**src/rtl/adc_ctrl_pkg.sv**
```systemverilog
package adc_ctrl_pkg;
  localparam int REG_W  = 8;
  localparam int CHAN_W = 4;
  localparam int IDX_W  = $clog2(REG_W);

  // bit positions within the control register
  localparam int B_IRQ  = 7;
  localparam int B_DMA  = 6;
  localparam int B_CONT = 5;
  localparam int B_SGL  = 4;

  localparam logic [CHAN_W-1:0] CH_STOP   = {CHAN_W{1'b1}};
  localparam logic [CHAN_W-1:0] CH_RSV_LO = CHAN_W'(13);

  typedef enum logic [2:0] {
    ST_IDLE  = 3'd0,
    ST_CONV  = 3'd1,
    ST_FETCH = 3'd2,
    ST_CHECK = 3'd3,
    ST_DCONV = 3'd4
  } seq_state_t;

  typedef struct packed {
    logic irq_set;
    logic sgl_clr;
    logic dma_clr;
  } hw_evt_t;
endpackage

```
**src/rtl/adc_ctrl_reg.sv**
```systemverilog
module adc_ctrl_reg
  import adc_ctrl_pkg::*;
(
  input  logic             clk,
  input  logic             rst_n,
  input  logic             byte_we,
  input  logic [REG_W-1:0] byte_wdata,
  input  logic             bit_we,
  input  logic [IDX_W-1:0] bit_idx,
  input  logic             bit_wval,
  input  logic             irq_ack,
  input  hw_evt_t          hw_evt,
  input  logic             conv_active,
  output logic [REG_W-1:0] ctrl_q
);
  logic [REG_W-1:0] sw_val;
  logic [REG_W-1:0] ctrl_d;
  logic             sw_we;
  logic             ctrl_en;

  always_comb begin
    sw_we  = byte_we | bit_we;
    sw_val = ctrl_q;
    if (byte_we) begin
      sw_val = byte_wdata;
    end else if (bit_we) begin
      sw_val[bit_idx] = bit_wval;
    end

    ctrl_d = ctrl_q;
    if (sw_we) begin
      ctrl_d = sw_val;
      // a new single request is refused while work is in progress
      if (conv_active && sw_val[B_SGL] && !ctrl_q[B_SGL]) begin
        ctrl_d[B_SGL] = 1'b0;
      end
    end
    if (irq_ack)        ctrl_d[B_IRQ] = 1'b0;
    if (hw_evt.sgl_clr) ctrl_d[B_SGL] = 1'b0;
    if (hw_evt.dma_clr) ctrl_d[B_DMA] = 1'b0;
    if (hw_evt.irq_set) ctrl_d[B_IRQ] = 1'b1;

    ctrl_en = sw_we | irq_ack | hw_evt.sgl_clr | hw_evt.dma_clr | hw_evt.irq_set;
  end

  always_ff @(posedge clk or negedge rst_n) begin
    if (!rst_n) begin
      ctrl_q <= '0;
    end else if (ctrl_en) begin
      ctrl_q <= ctrl_d;
    end
  end
endmodule

```
**src/rtl/adc_ctrl_seq.sv**
```systemverilog
module adc_ctrl_seq
  import adc_ctrl_pkg::*;
(
  input  logic              clk,
  input  logic              rst_n,
  input  logic              sgl_go,
  input  logic              cont_en,
  input  logic              dma_en,
  input  logic [CHAN_W-1:0] reg_chan,
  input  logic              adc_busy,
  input  logic              adc_done,
  input  logic [CHAN_W-1:0] mem_rd_data,
  output seq_state_t        state_q,
  output logic              sgl_q,
  output logic              launch,
  output logic [CHAN_W-1:0] launch_chan,
  output hw_evt_t           hw_evt,
  output logic              addr_clr,
  output logic              addr_inc,
  output logic              mem_rd_en,
  output logic              dma_running,
  output logic              conv_active
);
  seq_state_t state_d;
  logic       sgl_d;

  always_comb begin
    state_d     = state_q;
    sgl_d       = sgl_q;
    launch      = 1'b0;
    launch_chan = reg_chan;
    hw_evt      = '0;
    addr_clr    = 1'b0;
    addr_inc    = 1'b0;
    unique case (state_q)
      ST_IDLE: begin
        if (dma_en) begin
          state_d  = ST_FETCH;
          addr_clr = 1'b1;
        end else if ((sgl_go || cont_en) && !adc_busy) begin
          launch  = 1'b1;
          sgl_d   = sgl_go;
          state_d = ST_CONV;
        end
      end
      ST_CONV: begin
        if (adc_done) begin
          state_d = ST_IDLE;
          if (sgl_q) begin
            hw_evt.sgl_clr = 1'b1;
            hw_evt.irq_set = 1'b1;
          end
        end
      end
      ST_FETCH: begin
        state_d = ST_CHECK;
      end
      ST_CHECK: begin
        if (mem_rd_data == CH_STOP) begin
          hw_evt.dma_clr = 1'b1;
          hw_evt.irq_set = 1'b1;
          state_d        = ST_IDLE;
        end else if (!adc_busy) begin
          launch      = 1'b1;
          launch_chan = mem_rd_data;
          state_d     = ST_DCONV;
        end else begin
          state_d = ST_FETCH;   // converter not free: read the entry again
        end
      end
      ST_DCONV: begin
        if (adc_done) begin
          addr_inc = 1'b1;
          state_d  = ST_FETCH;
        end
      end
      default: state_d = ST_IDLE;
    endcase
  end

  always_comb begin
    mem_rd_en   = (state_q == ST_FETCH);
    dma_running = (state_q == ST_FETCH) || (state_q == ST_CHECK) || (state_q == ST_DCONV);
    conv_active = (state_q != ST_IDLE);
  end

  always_ff @(posedge clk or negedge rst_n) begin
    if (!rst_n) begin
      state_q <= ST_IDLE;
      sgl_q   <= 1'b0;
    end else begin
      state_q <= state_d;
      if (launch) begin
        sgl_q <= sgl_d;
      end
    end
  end
endmodule

```
**src/rtl/adc_ctrl_addr.sv**
```systemverilog
module adc_ctrl_addr #(
  parameter int ADDR_W = 8
) (
  input  logic              clk,
  input  logic              rst_n,
  input  logic              clr,
  input  logic              inc,
  output logic [ADDR_W-1:0] addr_q
);
  logic [ADDR_W-1:0] addr_d;
  logic              addr_en;

  always_comb begin
    addr_en = clr | inc;
    addr_d  = clr ? '0 : addr_q + ADDR_W'(1);
  end

  always_ff @(posedge clk or negedge rst_n) begin
    if (!rst_n) begin
      addr_q <= '0;
    end else if (addr_en) begin
      addr_q <= addr_d;
    end
  end
endmodule

```
**src/rtl/adc_conv_ctrl.sv**
```systemverilog
module adc_conv_ctrl
  import adc_ctrl_pkg::*;
#(
  parameter int ADDR_W = 8
) (
  input  logic              clk,
  input  logic              rst_n,
  input  logic              reg_wr_en,
  input  logic [REG_W-1:0]  reg_wr_data,
  input  logic              bit_wr_en,
  input  logic [IDX_W-1:0]  bit_wr_idx,
  input  logic              bit_wr_val,
  output logic [REG_W-1:0]  reg_rd_data,
  output logic              irq_flag,
  input  logic              irq_ack,
  output logic              adc_start,
  output logic [CHAN_W-1:0] adc_chan,
  input  logic              adc_busy,
  input  logic              adc_done,
  output logic              mem_rd_en,
  output logic [ADDR_W-1:0] mem_addr,
  input  logic [CHAN_W-1:0] mem_rd_data,
  output logic              ale_enable,
  output logic              rsvd_chan
);
  logic [1:0]        rst_sync_q;
  logic              rst_core_n;
  logic [REG_W-1:0]  ctrl_q;
  seq_state_t        state_q;
  logic              sgl_q;
  logic              launch;
  logic [CHAN_W-1:0] launch_chan;
  hw_evt_t           hw_evt;
  logic              addr_clr;
  logic              addr_inc;
  logic              dma_running;
  logic              conv_active;
  logic              start_q;
  logic [CHAN_W-1:0] chan_q;
  logic              rsvd_q;

  // asynchronous assertion, synchronous release
  always_ff @(posedge clk or negedge rst_n) begin
    if (!rst_n) begin
      rst_sync_q <= 2'b00;
    end else begin
      rst_sync_q <= {rst_sync_q[0], 1'b1};
    end
  end
  assign rst_core_n = rst_sync_q[1];

  adc_ctrl_reg u_reg (
    .clk        (clk),
    .rst_n      (rst_core_n),
    .byte_we    (reg_wr_en),
    .byte_wdata (reg_wr_data),
    .bit_we     (bit_wr_en),
    .bit_idx    (bit_wr_idx),
    .bit_wval   (bit_wr_val),
    .irq_ack    (irq_ack),
    .hw_evt     (hw_evt),
    .conv_active(conv_active),
    .ctrl_q     (ctrl_q)
  );

  adc_ctrl_seq u_seq (
    .clk        (clk),
    .rst_n      (rst_core_n),
    .sgl_go     (ctrl_q[B_SGL]),
    .cont_en    (ctrl_q[B_CONT]),
    .dma_en     (ctrl_q[B_DMA]),
    .reg_chan   (ctrl_q[CHAN_W-1:0]),
    .adc_busy   (adc_busy),
    .adc_done   (adc_done),
    .mem_rd_data(mem_rd_data),
    .state_q    (state_q),
    .sgl_q      (sgl_q),
    .launch     (launch),
    .launch_chan(launch_chan),
    .hw_evt     (hw_evt),
    .addr_clr   (addr_clr),
    .addr_inc   (addr_inc),
    .mem_rd_en  (mem_rd_en),
    .dma_running(dma_running),
    .conv_active(conv_active)
  );

  adc_ctrl_addr #(.ADDR_W(ADDR_W)) u_addr (
    .clk   (clk),
    .rst_n (rst_core_n),
    .clr   (addr_clr),
    .inc   (addr_inc),
    .addr_q(mem_addr)
  );

  // registered converter request
  always_ff @(posedge clk or negedge rst_core_n) begin
    if (!rst_core_n) begin
      start_q <= 1'b0;
      chan_q  <= '0;
      rsvd_q  <= 1'b0;
    end else begin
      start_q <= launch;
      if (launch) begin
        chan_q <= launch_chan;
        rsvd_q <= (launch_chan >= CH_RSV_LO);
      end
    end
  end

  assign adc_start   = start_q;
  assign adc_chan    = chan_q;
  assign rsvd_chan   = rsvd_q;
  assign reg_rd_data = ctrl_q;
  assign irq_flag    = ctrl_q[B_IRQ];
  assign ale_enable  = !(ctrl_q[B_DMA] && !dma_running);
endmodule

```
**config.mk**
```make
export PLATFORM = sky130hd
export DESIGN_NAME = adc_conv_ctrl
export DESIGN_NICKNAME = d
export VERILOG_FILES = /design/src/rtl/adc_ctrl_pkg.sv /design/src/rtl/adc_ctrl_reg.sv /design/src/rtl/adc_ctrl_seq.sv /design/src/rtl/adc_ctrl_addr.sv /design/src/rtl/adc_conv_ctrl.sv
export SDC_FILE = /design/constraint.sdc
export NUM_CORES = 1
export LEC_CHECK = 0
export BUFFER_PORTS_ARGS = -buffer_cell sky130_fd_sc_hd__buf_2
export CAP_MARGIN = 20
export CELL_PAD_IN_SITES_DETAIL_PLACEMENT = 0
export CELL_PAD_IN_SITES_GLOBAL_PLACEMENT = 1
export CORE_ASPECT_RATIO = 1.4
export CORE_MARGIN = 2
export CORE_UTILIZATION = 39
export CTS_CLUSTER_SIZE = 25
export DETAILED_ROUTE_END_ITERATION = 10
export PLACE_DENSITY = 0.87
export RECOVER_POWER = 50
export SKIP_CTS_REPAIR_TIMING = 1
export SLEW_MARGIN = 30
export SYNTH_ARGS = -nofsm -noshare
export SYNTH_HDL_FRONTEND = slang
export SYNTH_SLANG_ARGS = --single-unit
```
**constraint.sdc**
```tcl
create_clock -name clk -period 1.6 [get_ports clk]
set_clock_uncertainty 0.2 [all_clocks]
set_input_delay 0.4 -clock clk [delete_from_list [all_inputs] [get_ports clk]]
set_output_delay 0.4 -clock clk [all_outputs]
set_load 0.02 [all_outputs]
```
# Yosys cells after proc, flatten, opt, wreduce, memory -nomap -nowiden
# Cells that the tools add are included.
op_classes:
  addsub: 1
  n_lt_le_gt_ge: 3
  n_eq_ne: 8
  muxes: 37
  bitwise_logic: 7
  n_reduce_logical: 26
ops:
  columns: ["cell", "count"]
  rows:
  - ["8-bit 2-to-1 mux", 4]
  - ["3-bit 2-to-1 mux", 6]
  - ["1-bit 2-to-1 mux", 17]
  - ["3-bit case mux with 5 select lines", 1]
  - ["4-bit 2-to-1 mux", 3]
  - ["3-bit AND reduction", 4]
  - ["3-bit nonzero test", 3]
  - ["8-bit by 1-bit adder with 8-bit output, second input constant", 1]
  - ["8-bit bitwise mux", 1]
  - ["3-bit by 2-bit equality test with 1-bit output, second input constant", 2]
  - ["1-bit OR", 6]
  - ["2-bit nonzero test", 3]
  - ["1-bit logical AND", 5]
  - ["4-bit equality test, second input constant", 1]
  - ["4-bit >= comparator, second input constant", 1]
  - ["1-bit logical NOT", 4]
  - ["3-bit by 4-bit less-than comparator with 1-bit output, second input constant", 1]
  - ["2-bit 2-to-1 mux", 2]
  - ["2-bit != test, second input constant", 2]
  - ["1-bit case mux with 2 select lines", 2]
  - ["4-bit AND reduction", 1]
  - ["4-bit nonzero test", 1]
  - ["1-bit demux with 3-bit select", 1]
  - ["3-bit by 1-bit equality test with 1-bit output, second input constant", 1]
  - ["7 further kinds", 9]
word_totals:
  register_bits: 28
  inputBits: 23
  out_inout_bits: 25
  elab_cells: 93

# Longest topological paths before layout
# Gate-level depths: netlist of the first run.
depth:
  ltp_word: 13
  ltp_mapped: 6
  mapped_depth_nobuf: 5

# Modules after synthesis
# From an unflattened synthesis of the first run, not the netlist that was laid out.
hier_totals:
  hier_cells: 139
  area_unflattened_um2: 1483.9
by_module_without_submodules:
  columns: ["module", "instances", "cells_each", "area_per_inst_um2", "seq_area_each_um2"]
  rows:
  - ["adc_ctrl_reg", 1, 45, 464.2, 200.2]
  - ["adc_ctrl_addr", 1, 37, 396.6, 200.2]
  - ["adc_ctrl_seq", 1, 39, 342.8, 100.1]
  - ["adc_conv_ctrl", 1, 18, 280.3, 200.2]

# Worst setup path after synthesis of the first run
# Ideal clock, no wire load.
synth_path:
  path_kind: "register to register"
  start: "register u_seq.state_q[0]"
  end: "register rsvd_q (netlist: rsvd_chan)"
  setup_time_ns: 0.128
  t_arrival_ns: 1.344
  t_required_ns: 1.272
  slack_ns: -0.071
  path_stages_with_launch: 6
  path_buffers: 1
  synth_period_minus_slack_ns: 1.671
  cell_sequence: "dfrtp_1 > buf_4 > nor2_1 > nand3b_1 > a21oi_4 > mux2_1"
synth_via:
  word_cells_on_any_way: 5
  classes_between: "1 x order compare; 1 x eq/ne; 2 x mux; 1 x reduce/logical"
synth_rtl:
  columns: ["item", "line", "rtl"]
  rows:
  - ["start, declared", "adc_ctrl_seq.sv:13", "output seq_state_t state_q,"]
  - ["start signal, assigned", "adc_ctrl_seq.sv:92", "state_q <= state_d;"]
  - ["3-bit by 2-bit equality test with 1-bit output / 3-bit logical NOT (equally long branches)", "adc_ctrl_seq.sv:35", "unique case (state_q)"]
  - ["1-bit case mux with 2 select lines *", "adc_ctrl_seq.sv:35", null]
  - ["via launch", "adc_conv_ctrl.sv:31", "logic launch;"]
  - ["end signal, assigned", "adc_conv_ctrl.sv:106", "rsvd_q <= (launch_chan >= CH_RSV_LO);"]
  - ["end, declared", "adc_conv_ctrl.sv:40", "logic rsvd_q;"]
# Mark *: on every way through the listed nets, which the timed path passes. The rest lies on a longest branch.
# A chain may end at the register's enable or synchronous reset.

# Worst setup path after layout of the first run
layout_path:
  start: "register u_seq.state_q[2]"
  end: "output port mem_rd_en"
layout_via:
  elab_chain_cells: 1
layout_lines:
  columns: ["item", "line", "rtl"]
  rows:
  - ["3-bit by 2-bit equality test with 1-bit output", "adc_ctrl_seq.sv:82", "mem_rd_en = (state_q == ST_FETCH);"]
  - ["end, declared", "adc_conv_ctrl.sv:20", "output logic mem_rd_en,"]
# Every way passes these cells.

==> impl_metrics.env, run 1 <==
export IMPL_yosysSeqAreaShare_pct=43.9
export IMPL_hold_depth=2
export IMPL_synth_cells=145
export IMPL_startpoint_type="register"
export IMPL_rr_worst_depth=4
export IMPL_multi_input_area_sq_um=837
export IMPL_synth_seq_cells=28
export IMPL_min_period_ns=1.82
export IMPL_max_slew_margin_pct=55.6
export IMPL_yosys_area_share_simple_pct=21.6
export IMPL_coreArea_sq_um=3920
export IMPL_power_share_sequential_pct=33.1
export IMPL_rows=27
export IMPL_crit_buf_inv=1
export IMPL_synthAdderAreaFrac_pct=0.784
export IMPL_fmax_mhz=551
export IMPL_clk_pin_slew_ns=0.10
export IMPL_cts_root_buf="clkbuf_8"
export IMPL_detail_route_wl_per_cell_microns=13.3
export IMPL_num_vias=1329
export IMPL_reg2reg_from="u_seq.state_q[1]"
export IMPL_syn_num_nets=169
export IMPL_design_area_sq_um=2160
export IMPL_synth_top_area_share_pct=43.9
export IMPL_worstPathMaxFanout=5
export IMPL_synth_xor_area_share_pct=3.29
export IMPL_holdCritStartpoint="irq_ack"
export IMPL_maxCapViolCount=0
export IMPL_synth_edf_count=0
export IMPL_grt_pass1_wl_mm=5.75
export IMPL_hold_ws_ns=0.103
export IMPL_area_growth_pct=35.5
export IMPL_fp_dieH_microns=79.7
export IMPL_finalSetupTns_ns=-1.21
export IMPL_worstMarginPinSlew_ns=0.666
export IMPL_arrival_ns=1.22
export IMPL_fillCellCount=372
export IMPL_routed_wl_mm=3.44
export IMPL_pwr_share_comb_pct=48.6
export IMPL_io_pins=48
export IMPL_grt_pass1_vias=1238
export IMPL_placedInstanceArea_sq_um=2000
export IMPL_synth_area_leaders="dfrtp_1 44%, mux2_4 7.5%, mux2i_1 6.3%"
export IMPL_hold_viol_final=0
export IMPL_cts_buffers=3
export IMPL_place_congestion=0.801
export IMPL_antenna_found_initial=0
export IMPL_hpwlAfterDp_mm=2.57
export IMPL_synth_compound_area_share_pct=9.25
export IMPL_timing_rr_end="adc_chan[2]"
export IMPL_peakVddDrop_mv=0.912
export IMPL_p_sw_share_pct=34.1
export IMPL_synth_area_sq_um=1600
export IMPL_grt_start_max_net_pins=27
export IMPL_path_class="register to primary output"
export IMPL_setup_viol=8
export IMPL_power_internal_mw=1.99
export IMPL_cts_tree="done"
export IMPL_fp_dieW_microns=58.1
export IMPL_status="complete, but fails checks"
export IMPL_crit_family="flip-flops"
export IMPL_critPathCaptureType="primary output"
export IMPL_synthDistinctLibCells=40
export IMPL_async_flop_share_pct=100
export IMPL_dieArea_sq_um=4630
export IMPL_yosysTopAreaCell="dfrtp_1"
export IMPL_cpPeakStageDelay_ns=0.44
export IMPL_slowest_stage="dfrtp_2"
export IMPL_initial_core_util_pct=40.7
export IMPL_rrSetupSlack_ns=-0.16
export IMPL_powerDensity_nw_per_um2=1400
export IMPL_violations="setup timing"
export IMPL_power_switching_mw=1.03
export IMPL_min_to="u_reg.ctrl_q[7]"
export IMPL_synthMuxAreaShare_pct=15.9
export IMPL_cts_sinks=28
export IMPL_min_path_type="input pin to register"
export IMPL_dr_pass1_iters=4
export IMPL_syn_area_per_cell_sq_um=11.0
export IMPL_ctsLongestPathBuffers=2
export IMPL_drtIter0Drc=43
export IMPL_post_route_drc_count=0
export IMPL_path_cells="or2b_1 > nor2_2 > buf_6"
export IMPL_vias_per_cell=5.13
export IMPL_power_frac_clock_pct=18.3
export IMPL_seq_area_sq_um=704
export IMPL_layout_drive_gt1_share_pct=50.0
export IMPL_antenna_cells=0
export IMPL_ys_warn_count=0
export IMPL_port_buffer_count=47
export IMPL_postRouteAntennaNets=0
export IMPL_cp_required_ns=1.00
export IMPL_grt_use_total_pct=15.7
export IMPL_clock_latency_ns=0.27
export IMPL_synth_flop_cell="dfrtp_1"
export IMPL_htreeDepth=1
export IMPL_drv_slew=0
export IMPL_synth_top_family_by_area="simple AND/OR/NAND/NOR gates"
export IMPL_fin_util_pct=55.1
export IMPL_overflow=0
export IMPL_p_leak_nw=1.10
export IMPL_fin_total_pwr_mw=3.02
export IMPL_period_share_pct=114
export IMPL_nNetsFinal=241
export IMPL_setup_ws_ns=-0.216
export IMPL_rsz0062_at_grt="yes"
registers in the layout, indices dropped and copies added, names as in the netlist:
register / flops
u_addr.addr_q: 8
rsvd_chan: 1
rst_sync_q: 2
u_seq.state_q: 3
adc_chan: 4
adc_start: 1
u_seq.sgl_q: 1
u_reg.ctrl_q: 8
worst max path at each step:
stage	start	end	slack (ns)	depth (start not counted)
global route	u_seq.state_q[1]	mem_rd_en	-0.27	3
CTS	u_seq.state_q[2]	ale_enable	-0.30	3
global placement	adc_busy	adc_chan[3]	-0.18	5
finish	u_seq.state_q[2]	mem_rd_en	-0.22	3
detailed placement	adc_busy	rsvd_chan	-0.22	5
floorplan	u_seq.state_q[1]	adc_chan[0]	-0.02	5
power groups by stage:
stage | clock, mW | sequential (mW) | combinational, mW
after floorplan | 0 | 1.10 | 0.795
after global routing | 0.594 | 1.03 | 1.58
after global placement | 0 | 1.02 | 1.27
final | 0.551 | 0.998 | 1.47
after detailed placement | 0 | 1.02 | 1.29
after CTS | 0.565 | 1.01 | 1.30
through the flow:
stage / setup WS, ns / cells
after floorplan: -0.0225 / 145
after global placement: -0.184 / 248
after detailed placement: -0.215 / 248
after CTS: -0.302 / 252
after global routing: -0.273 / 259
final: -0.216 / 259
synthesized netlist by cell type, drive strengths merged, types with 3 or more instances:
library cell,number
dfrtp,28
nand3,4
nor2,13
mux2i,10
a21oi,5
nand4,5
mux2,11
buf,9
xor2,6
and4bb,3
nor3,3
o21ai,8
nand2,13
and3,3
nand4b,3
per-layer routing:
metal	vias up	global-route usage (%)	wire length, microns
li1	658	-	-
met1	628	21.2	1500
met5	-	0	0
met2	39	26.8	1730
met4	0	2.79	47
met3	4	2.11	158
worst reg2reg max path: stages, from the launching register on:
cell      delay, ns
dfrtp_2        0.45
nor2_2         0.15
nand3b_1       0.19
a21oi_4        0.33
mux2_4         0.33
cell usage in the layout (no fill, tap or decap), types with 2 or more instances in the layout:
master,count
a21oi_1,4
and3_1,3
and4bb_2,3
buf_2,41
buf_4,29
buf_6,4
clkbuf_1,2
clkbuf_8,3
dfrtp_1,25
dfrtp_2,3
mux2_2,2
mux2_4,9
mux2i_1,10
nand2_1,13
nand3_2,2
nand3b_1,2
nand4_1,4
nand4b_1,3
nor2_1,11
nor2_2,2
nor3_1,2
o211ai_1,2
o21ai_0,8
o22ai_1,2
xor2_1,6
kinds of logic after synthesis:
| family | Yosys count |
|---|---|
| multiplexers | 21 |
| flip-flops | 28 |
| other | 1 |
| buffers and inverters | 12 |
| AO/OA/AOI/OAI | 22 |
| adder cells (fa/ha/maj) | 1 |
| AND/OR/NAND/NOR | 54 |
| XOR/XNOR | 6 |
area by class of cell:
class | instances | share of cell area (%)
repair buffers | 78 | 22.7
inverters | 1 | 0.174
flip-flops and latches | 28 | 32.6
multi-input cells | 105 | 38.7
well taps | 43 | 2.49
clock buffers | 3 | 1.91
clock inverters | 1 | 1.39
Power figures use the tool's default switching activity.
==> inputs of run 2 (changes only) <==
--- a/config.mk
+++ b/config.mk
@@ -14,7 +14,7 @@
 export CORE_UTILIZATION = 39
 export CTS_CLUSTER_SIZE = 25
 export DETAILED_ROUTE_END_ITERATION = 10
-export PLACE_DENSITY = 0.87
+export PLACE_DENSITY_LB_ADDON = 0.1
 export RECOVER_POWER = 50
 export SKIP_CTS_REPAIR_TIMING = 1
 export SLEW_MARGIN = 30
==> impl_metrics.env, run 2 (synthesis results as in run 1) <==
export IMPL_rows=27
export IMPL_clk_pin_slew_ns=0.10
export IMPL_power_switching_mw=1.08
export IMPL_powerDensity_nw_per_um2=1430
export IMPL_grt_use_total_pct=16.1
export IMPL_fp_dieH_microns=79.7
export IMPL_critPathCaptureType="primary output"
export IMPL_hold_viol_final=0
export IMPL_drtIter0Drc=25
export IMPL_placedInstanceArea_sq_um=2000
export IMPL_ctsLongestPathBuffers=2
export IMPL_detail_route_wl_per_cell_microns=13.8
export IMPL_coreArea_sq_um=3920
export IMPL_hold_ws_ns=0.106
export IMPL_dr_pass1_iters=4
export IMPL_layout_common_cells="41 x buf_2, 25 x dfrtp_1, 22 x buf_4"
export IMPL_fillCellCount=344
export IMPL_final_common_cell="buf_2"
export IMPL_startpoint_type="register"
export IMPL_grt_start_max_net_pins=27
export IMPL_power_share_sequential_pct=31.9
export IMPL_clock_latency_ns=0.28
export IMPL_status="complete, but fails checks"
export IMPL_worstPathMaxFanout=4
export IMPL_instances_no_fill=258
export IMPL_power_frac_clock_pct=17.9
export IMPL_min_period_ns=1.81
export IMPL_vias_per_cell=5.16
export IMPL_max_slew_margin_pct=56.3
export IMPL_p_leak_nw=1.11
export IMPL_cts_tree="done"
export IMPL_peakVddDrop_mv=0.874
export IMPL_post_route_drc_count=0
export IMPL_pre_cts_ws_ns=-0.197
export IMPL_fp_dieW_microns=58.1
export IMPL_rsz0062_at_grt="yes"
export IMPL_area_growth_pct=38.4
export IMPL_io_pins=48
export IMPL_initial_core_util_pct=40.7
export IMPL_min_path_type="input pin to register"
export IMPL_timing_rr_end="adc_chan[3]"
export IMPL_maxCapViolCount=0
export IMPL_port_buffer_count=47
export IMPL_antenna_found_initial=0
export IMPL_setup_ws_ns=-0.212
export IMPL_rr_worst_depth=5
export IMPL_reg2reg_from="u_seq.state_q[0]"
export IMPL_place_congestion=0.752
export IMPL_cts_buffers=3
export IMPL_design_area_sq_um=2210
export IMPL_num_vias=1332
export IMPL_cp_endpoint="mem_rd_en"
export IMPL_crit_start="u_seq.state_q[0]"
export IMPL_routed_wl_mm=3.55
export IMPL_htreeDepth=1
export IMPL_dp_cells=247
export IMPL_fin_util_pct=56.3
export IMPL_setup_viol=13
export IMPL_postRouteAntennaNets=0
export IMPL_drv_slew=0
export IMPL_grt_pass1_wl_mm=5.78
export IMPL_dieArea_sq_um=4630
export IMPL_rrSetupSlack_ns=-0.20
export IMPL_path_class="register to primary output"
export IMPL_fmax_mhz=552
export IMPL_hpwlAfterDp_mm=2.77
export IMPL_cp_required_ns=1.00
export IMPL_layout_drive_gt1_share_pct=51.2
export IMPL_pwr_share_comb_pct=50.3
export IMPL_cts_sinks=28
export IMPL_nNetsFinal=240
export IMPL_p_sw_share_pct=34.2
export IMPL_overflow=0
export IMPL_antenna_cells=0
export IMPL_power_internal_mw=2.08
export IMPL_arrival_ns=1.21
export IMPL_period_share_pct=113
export IMPL_cts_root_buf="clkbuf_8"
export IMPL_grt_pass1_vias=1292
export IMPL_worstMarginPinSlew_ns=0.656
export IMPL_violations="setup timing"
[run 2: cell types whose count changed in the layout (fill, tap and decap cells not counted), sizes merged]
cell / previous run / this run
buf: 74 / 73
[run 2: metrics by stage]
step                power (mW)  TNS (ns)
floorplan                 1.89    -0.107
global placement          2.29     -1.25
detailed placement        2.32     -1.47
CTS                       2.89     -1.81
global route              3.33     -2.24
finish                    3.15     -1.44
[run 2: per-layer routing]
layer,vias up,global-route usage (%),wire (microns)
li1,659,-,-
met1,636,18.3,1450
met4,0,4.19,33
met3,4,2.11,125
met2,33,30.7,1940
met5,-,0,0
[run 2: worst min path at each step]
stage,from,endpoint,slack [ns],cells past startpoint
after CTS,rst_n,rst_sync_q[0],-0.32,1
after global placement,rst_n,rst_sync_q[0],-0.02,1
after global routing,reg_wr_data[5],u_reg.ctrl_q[5],0.14,3
after floorplan,rst_n,rst_sync_q[0],-0.1,0
after detailed placement,rst_n,rst_sync_q[1],-0.01,1
final,irq_ack,u_reg.ctrl_q[7],0.11,2
[run 2: cell type report]
type	count	area, sq um	area share, %
flip-flops and latches	28	704	31.9
well taps	43	53.8	2.44
inverters	1	3.75	0.170
multi-input cells	105	868	39.3
clock inverters	1	30.0	1.36
clock buffers	3	41.3	1.87
repair buffers	77	505	22.9
[run 2: power by group through the flow]
stage                     combinational, mW  clock, mW  sequential (mW)
after global placement                 1.27          0             1.01
final                                  1.59      0.563             1.01
after detailed placement               1.30          0             1.02
after floorplan                       0.795          0             1.10
after CTS                              1.30      0.575             1.01
after global routing                   1.71      0.597             1.03
[run 2: worst max-delay path: stages, from the launching register on]
cell and delay [ns]:
dfrtp_2 0.46, buf_6 0.13, buf_4 0.13, nor2_4 0.09, buf_6 0.12
